## config.mk

```make
export PLATFORM = sky130hd
export DESIGN_NAME = uart_rx_stat
export DESIGN_NICKNAME = d
export VERILOG_FILES = /design/src/rtl/uart_rx_pkg.sv /design/src/rtl/uart_rx_sampler.sv /design/src/rtl/uart_rx_queue.sv /design/src/rtl/uart_rx_stat.sv
export SDC_FILE = /design/constraint.sdc
export NUM_CORES = 1
export LEC_CHECK = 0
export ABC_CLOCK_PERIOD_IN_PS = 2900
export BUFFER_PORTS_ARGS = -buffer_cell sky130_fd_sc_hd__buf_2
export CAP_MARGIN = 20
export CORE_UTILIZATION = 33
export DETAILED_ROUTE_END_ITERATION = 16
export PLACE_DENSITY_LB_ADDON = 0.25
export SLEW_MARGIN = 10
export SYNTH_ARGS = -nofsm -noshare
export SYNTH_HDL_FRONTEND = slang
export SYNTH_SLANG_ARGS = --single-unit
```

## constraint.sdc

```tcl
create_clock -name clk -period 2.9 [get_ports clk]
set_input_delay 0.29 -clock clk [delete_from_list [all_inputs] [get_ports clk]]
set_output_delay 0.29 -clock clk [all_outputs]
set_load 0.01 [all_outputs]
```

## src/rtl/uart_rx_pkg.sv

```systemverilog
package uart_rx_pkg;
    typedef enum logic [2:0] {
        RX_IDLE,
        RX_START,
        RX_DATA,
        RX_PAR,
        RX_STOP
    } rx_state_e;

    localparam int unsigned STAT_FER = 6;
    localparam int unsigned STAT_PER = 5;
    localparam int unsigned STAT_OER = 4;
endpackage

```

## src/rtl/uart_rx_sampler.sv

```systemverilog
module uart_rx_sampler
    import uart_rx_pkg::*;
#(
    parameter int unsigned DATA_W = 8,
    parameter int unsigned OSR    = 16
) (
    input  logic              clk,
    input  logic              rst_n,
    input  logic              en,
    input  logic              tick,
    input  logic              rxd,
    input  logic              par_en,
    output logic              frm_valid,
    output logic [DATA_W-1:0] frm_data,
    output logic              frm_pbit,
    output logic              frm_stop
);
    localparam int unsigned CW = $clog2(OSR);
    localparam int unsigned IW = $clog2(DATA_W);
    localparam logic [CW-1:0] MID  = CW'(OSR/2 - 1);
    localparam logic [CW-1:0] LAST = CW'(OSR - 1);
    localparam logic [IW-1:0] TOPB = IW'(DATA_W - 1);

    rx_state_e state_q, state_d;
    logic [CW-1:0] cnt_q;
    logic [IW-1:0] idx_q;
    logic [DATA_W-1:0] sh_q;
    logic [1:0] sync_q;
    logic rxs;
    logic at_end;

    assign rxs    = sync_q[1];
    assign at_end = tick && (cnt_q == LAST);

    always_ff @(posedge clk or negedge rst_n) begin
        if (!rst_n) sync_q <= 2'b11;
        else        sync_q <= {sync_q[0], rxd};
    end

    always_ff @(posedge clk or negedge rst_n) begin
        if (!rst_n) state_q <= RX_IDLE;
        else        state_q <= state_d;
    end

    always_comb begin
        state_d = state_q;
        unique case (state_q)
            RX_IDLE:  if (!rxs) state_d = RX_START;
            RX_START: if (tick && cnt_q == MID) state_d = rxs ? RX_IDLE : RX_DATA;
            RX_DATA:  if (at_end && idx_q == TOPB) state_d = par_en ? RX_PAR : RX_STOP;
            RX_PAR:   if (at_end) state_d = RX_STOP;
            RX_STOP:  if (at_end) state_d = RX_IDLE;
            default:  state_d = RX_IDLE;
        endcase
        if (!en) state_d = RX_IDLE;
    end

    always_ff @(posedge clk or negedge rst_n) begin
        if (!rst_n) begin
            cnt_q     <= '0;
            idx_q     <= '0;
            sh_q      <= '0;
            frm_valid <= 1'b0;
            frm_pbit  <= 1'b0;
            frm_stop  <= 1'b1;
        end else begin
            frm_valid <= 1'b0;
            if (!en) begin
                cnt_q <= '0;
                idx_q <= '0;
            end else begin
                unique case (state_q)
                    RX_IDLE: begin
                        cnt_q <= '0;
                        idx_q <= '0;
                    end
                    RX_START: if (tick) cnt_q <= (cnt_q == MID) ? '0 : cnt_q + 1'b1;
                    RX_DATA: if (tick) begin
                        if (cnt_q == LAST) begin
                            cnt_q <= '0;
                            sh_q  <= {rxs, sh_q[DATA_W-1:1]};
                            idx_q <= (idx_q == TOPB) ? '0 : idx_q + 1'b1;
                        end else begin
                            cnt_q <= cnt_q + 1'b1;
                        end
                    end
                    RX_PAR: if (tick) begin
                        if (cnt_q == LAST) begin
                            cnt_q    <= '0;
                            frm_pbit <= rxs;
                        end else begin
                            cnt_q <= cnt_q + 1'b1;
                        end
                    end
                    RX_STOP: if (tick) begin
                        if (cnt_q == LAST) begin
                            cnt_q     <= '0;
                            frm_stop  <= rxs;
                            frm_valid <= 1'b1;
                        end else begin
                            cnt_q <= cnt_q + 1'b1;
                        end
                    end
                    default: cnt_q <= '0;
                endcase
            end
        end
    end

    assign frm_data = sh_q;


    frm_pulse_chk: assert property (@(posedge clk) disable iff (!rst_n)
        frm_valid |=> !frm_valid);


    false_start_chk: assert property (@(posedge clk) disable iff (!rst_n)
        (en && state_q == RX_START && tick && cnt_q == MID && rxs) |=> (state_q == RX_IDLE));


    bit_index_chk: assert property (@(posedge clk) disable iff (!rst_n)
        (state_q != RX_DATA) |=> (state_q != RX_DATA || idx_q == '0));
endmodule

```

## src/rtl/uart_rx_queue.sv

```systemverilog
module uart_rx_queue #(
    parameter int unsigned DATA_W = 8,
    parameter int unsigned DEPTH  = 2
) (
    input  logic              clk,
    input  logic              rst_n,
    input  logic              in_valid,
    input  logic [DATA_W-1:0] in_data,
    input  logic              in_pbit,
    input  logic              par_en,
    input  logic              par_odd,
    input  logic              pop,
    output logic [DATA_W-1:0] head_data,
    output logic [$clog2(DEPTH+1)-1:0] level,
    output logic              par_err,
    output logic              ovr
);
    localparam int unsigned LW = $clog2(DEPTH + 1);
    localparam int unsigned AW = (DEPTH > 1) ? $clog2(DEPTH) : 1;
    localparam logic [LW-1:0] FULL = LW'(DEPTH);

    logic [DATA_W-1:0] mem_q [DEPTH];
    logic [DATA_W-1:0] hold_data_q;
    logic hold_pbit_q, hold_v_q;
    logic [LW-1:0] level_q, wr_pos;
    logic do_pop, move;

    assign do_pop = pop && (level_q != '0);
    assign move   = hold_v_q && (level_q < FULL);
    assign wr_pos = level_q - LW'(do_pop);

    always_ff @(posedge clk) begin
        if (do_pop) begin
            for (int i = 0; i < int'(DEPTH) - 1; i++) mem_q[i] <= mem_q[i+1];
        end
        if (move) mem_q[wr_pos[AW-1:0]] <= hold_data_q;
    end

    always_ff @(posedge clk or negedge rst_n) begin
        if (!rst_n) begin
            level_q     <= '0;
            hold_v_q    <= 1'b0;
            hold_data_q <= '0;
            hold_pbit_q <= 1'b0;
            par_err     <= 1'b0;
            ovr         <= 1'b0;
        end else begin
            level_q <= level_q - LW'(do_pop) + LW'(move);
            par_err <= move && par_en && (hold_pbit_q != ((^hold_data_q) ^ par_odd));
            ovr     <= in_valid && hold_v_q && !move;
            if (in_valid) begin
                hold_data_q <= in_data;
                hold_pbit_q <= in_pbit;
                hold_v_q    <= 1'b1;
            end else if (move) begin
                hold_v_q <= 1'b0;
            end
        end
    end

    assign head_data = (level_q != '0) ? mem_q[0] : '0;
    assign level     = level_q;


    level_bound_chk: assert property (@(posedge clk) disable iff (!rst_n)
        level_q <= FULL);


    overrun_keep_chk: assert property (@(posedge clk) disable iff (!rst_n)
        (in_valid && hold_v_q && level_q == FULL && !pop) |=> (ovr && level_q == FULL && hold_v_q));


    pop_level_chk: assert property (@(posedge clk) disable iff (!rst_n)
        (pop && level_q != '0 && !hold_v_q) |=> (level_q == $past(level_q) - 1'b1));
endmodule

```

## src/rtl/uart_rx_stat.sv

```systemverilog
module uart_rx_stat
    import uart_rx_pkg::*;
#(
    parameter int unsigned DATA_W = 8,
    parameter int unsigned OSR    = 16,
    parameter int unsigned DEPTH  = 2
) (
    input  logic              clk,
    input  logic              rst_n,
    input  logic              rx_en,
    input  logic              os_tick,
    input  logic              rxd,
    input  logic              par_en,
    input  logic              par_odd,
    input  logic              tx_busy_i,
    input  logic              tx_empty_i,
    input  logic              rd_pop,
    output logic [DATA_W-1:0] rd_data,
    input  logic              stat_wr,
    input  logic [7:0]        stat_wdata,
    output logic [7:0]        stat_rdata
);
    localparam int unsigned LW = $clog2(DEPTH + 1);

    logic frm_valid, frm_pbit, frm_stop;
    logic [DATA_W-1:0] frm_data;
    logic [LW-1:0] level;
    logic par_err, ovr;
    logic fer_q, per_q, oer_q;
    logic fer_set, clr_fer, clr_per, clr_oer;
    logic unused_wbits;

    uart_rx_sampler #(.DATA_W(DATA_W), .OSR(OSR)) u_smp (
        .clk(clk), .rst_n(rst_n), .en(rx_en), .tick(os_tick), .rxd(rxd),
        .par_en(par_en), .frm_valid(frm_valid), .frm_data(frm_data),
        .frm_pbit(frm_pbit), .frm_stop(frm_stop)
    );

    uart_rx_queue #(.DATA_W(DATA_W), .DEPTH(DEPTH)) u_q (
        .clk(clk), .rst_n(rst_n), .in_valid(frm_valid), .in_data(frm_data),
        .in_pbit(frm_pbit), .par_en(par_en), .par_odd(par_odd), .pop(rd_pop),
        .head_data(rd_data), .level(level), .par_err(par_err), .ovr(ovr)
    );

    assign fer_set = frm_valid && !frm_stop;
    assign clr_fer = stat_wr && stat_wdata[STAT_FER];
    assign clr_per = stat_wr && stat_wdata[STAT_PER];
    assign clr_oer = stat_wr && stat_wdata[STAT_OER];
    assign unused_wbits = ^{stat_wdata[7], stat_wdata[3:0]};

    always_ff @(posedge clk or negedge rst_n) begin
        if (!rst_n) begin
            fer_q <= 1'b0;
            per_q <= 1'b0;
            oer_q <= 1'b0;
        end else if (!rx_en) begin
            fer_q <= 1'b0;
            per_q <= 1'b0;
            oer_q <= 1'b0;
        end else begin
            fer_q <= fer_set || (fer_q && !clr_fer);
            per_q <= par_err || (per_q && !clr_per);
            oer_q <= ovr     || (oer_q && !clr_oer);
        end
    end

    assign stat_rdata = {1'b0, fer_q, per_q, oer_q,
                         level == LW'(DEPTH), tx_busy_i, level != '0, tx_empty_i};


    en_clear_chk: assert property (@(posedge clk) disable iff (!rst_n)
        !rx_en |=> (stat_rdata[6:4] == 3'b000));


    w1c_oer_chk: assert property (@(posedge clk) disable iff (!rst_n)
        (rx_en && clr_oer && !ovr) |=> !oer_q);


    set_wins_chk: assert property (@(posedge clk) disable iff (!rst_n)
        (rx_en && fer_set) |=> fer_q);


    two_implies_ready_chk: assert property (@(posedge clk) disable iff (!rst_n)
        stat_rdata[3] |-> stat_rdata[1]);
endmodule

```

==> results.py <==
metrics = {
    "worst_setup_path": {
        "crit_arrival_ps": 2280,
        "start_kind": "flop",
        "worstSetupPathType": "flop to flop",
        "required_ps": 2890,
        "r2r_cells": 5,
        "crit_fanout": 10,
        "crit_path_end_kind": "flop",
    },
    "finish": {
        "synthToLayoutAreaGrowth_pct": 10.75,
        "final_nets": 251,
        "n_antenna_cell": 0,
        "fin_cells": 329,
        "post-route-util_pct": 38.27,
        "design_area_mm2": 0.003003,
        "drive_above_1_share_pct": 31.72,
        "fill_cells": 779,
    },
    "clocking": {
        "clockRootBuffer": "clkbuf_8",
        "cts_buffer_depth": 2,
        "numCtsBuffers": 5,
        "clock-sinks": 56,
        "hold_buffers": 0,
        "cts_tree": "yes",
        "path_clk_slew_ps": 100,
        "htreeDepth": 2,
        "cts_resized": 0,
        "cts_setup_buffers": 0,
        "clk_latency_ps": 300,
    },
    "synthesis": {
        "yosysUniqueCellTypes": 50,
        "ys.flop_type": "dfrtp_1",
        "ys_ff_latch": 56,
        "syn-cell-area_mm2": 0.002711,
        "synthArstFlopShare_pct": 71.43,
        "syn_nets": 235,
        "yosysMostFrequentCell": "dfrtp_1",
        "synth_edf_count": 16,
        "synth_top_cell_by_area": "dfrtp_1",
        "ys_top_cells_by_count": "dfrtp_1, mux2_2, edfxtp_1",
        "syn_inst": 210,
        "synth_top_cell_area_share_pct": 34.15,
        "avgSynthCellArea_um2": 12.91,
        "ys.warnings.count": 0,
        "netlist_top_cells_area": "dfrtp_1, edfxtp_1, mux2_2",
        "seq_area_frac_synth_pct": 54.78,
    },
    "timing": {
        "min_period_ps": 2293,
        "fin_ws_ps": 606.6,
        "fin_setup_tns_ps": 0,
        "rsz0062_at_grt": "no",
        "min_period_over_period_pct": 79.08,
        "clock_skew_ps": 3.221,
        "setup_viol": 0,
        "relSlewSlack_pct": 40.49,
        "hold_viol": 0,
        "drv_slew": 0,
        "tightest_slew_ps": 892.7,
        "max_freq_mhz": 436.0,
        "holdWs_ps": 73.83,
    },
    "place": {
        "placed_area_mm2": 0.002865,
        "dp_cells": 321,
        "dp_hpwl_mm": 2.897,
        "port_buffers": 24,
        "pre_cts_ws_ps": 563.3,
        "gp_congestion": 0.7311,
    },
    "floorplanning": {
        "core_area_mm2": 0.007848,
        "rows": 32,
        "initial_core_util_pct": 34.55,
        "dieArea_mm2": 0.008583,
        "ioPinCount": 35,
        "die_x_um": 92.65,
        "die_h_um": 92.65,
    },
    "route": {
        "routed_wl_mm": 4.158,
        "drtIter0Drc": 59,
        "avgRoutedWirePerCell_um": 12.64,
        "drtAntennaViolNets": 0,
        "vias": 1542,
        "drc": 0,
        "viasPerCell": 4.687,
        "firstDrtPassIters": 4,
    },
    "run": {
        "drv_cap": 0,
    },
    "power": {
        "cellPowerDensity_mw_per_mm2": 612.9,
        "power.leakage_nw": 1.356,
        "finalPower_mw": 1.841,
        "ir_drop_mv": 0.2615,
    },
    "global_route": {
        "grt_pass1_wl_mm": 7.065,
        "grt_pass1_vias": 1502,
        "overflow": 0,
        "antenna_found_initial": 0,
        "grt_max_degree": 41,
        "grt_usage_pct": 10.46,
    },
    "hold_path": {
        "holdPathStages": 1,
        "hold_path.class": "input pin to flop",
    },
    "outcome": {
        "outcome": "completed",
    },
}
[final cells by class]
type	count	area (µm²)	area share (%)
sequential	56	1485	49.46
multi-input combinational	134	1114	37.08
tap	102	127.6	4.250
timing repair buffer	24	120.1	4.000
clock buffer	5	68.82	2.292
clock inverter	3	68.82	2.292
inverter	5	18.77	0.6250
[kinds of logic (layout without fill, tap and decap cells)]
| logic type | Yosys count | in the layout | share of synthesized area (%) |
|---|---|---|---|
| AOI/OAI and AO/OA | 21 | 21 | 5.907 |
| and+or+nand+nor | 62 | 62 | 13.66 |
| buffers and inverters | 20 | 37 | 4.153 |
| DFF | 56 | 56 | 54.78 |
| adders and majority gates | 6 | 6 | 2.769 |
| xor gates and xnor gates | 11 | 11 | 4.061 |
| muxes | 33 | 33 | 14.54 |
| other | 1 | 1 | 0.1383 |
[worst paths after layout]
kind,slack (ps),end,start
setup / recovery,610,u_q.mem_q[0][6],u_q.level[1]
hold / removal,70,u_smp.sync_q[0],rxd
setup reg to reg,610,u_q.mem_q[0][6],u_q.level[1]
hold reg to reg,360,u_smp.sync_q[1],u_smp.sync_q[0]
max in group asynchronous,2240,u_smp.state_q[0],rst_n
min in group asynchronous,100,u_smp.cnt_q[1],rst_n
[flip-flops by register name, indices dropped and copies added (netlist names), 2 cells and up]
signal,count
u_q.mem_q,16
u_q.hold_data_q,8
u_smp.frm_data,8
u_smp.cnt_q,4
u_smp.idx_q,3
u_smp.state_q,3
u_q.level,2
u_smp.sync_q,2
[worst max-delay path, cell delays in order (launching register included)]
cell and delay [ps]:
dfrtp_1 440, or2_1 320, and2_1 210, ha_1 300
ha_1 370, or2_1 350
[layout by cell type (no fill, tap or decap), types with 7 or more instances in the layout]
cell type | Yosys | routed
buf_2 | 3 | 24
nor2b_1 | 7 | 7
xnor2_1 | 9 | 9
mux2_4 | 8 | 8
dfrtp_1 | 37 | 37
and2_1 | 10 | 10
nor2_1 | 7 | 7
mux2_2 | 19 | 19
edfxtp_1 | 16 | 16
nand2_1 | 11 | 11
[routing by layer]
| layer | GRT usage, % | routed length [µm] | vias up |
|---|---|---|---|
| met5 | 0 | 0 | - |
| met4 | 3.077 | 49 | 0 |
| met3 | 2.709 | 123 | 4 |
| met2 | 16.54 | 1878 | 25 |
| met1 | 14.11 | 2107 | 746 |
| li1 | - | - | 767 |
[power breakdown]
| group | internal (mW) | switching [mW] |
|---|---|---|
| Sequential | 0.867 | 0.0508 |
| Combinational | 0.150 | 0.175 |
| Clock | 0.347 | 0.250 |
| Total | 1.36 | 0.476 |
(Power assumes the default switching activity.)
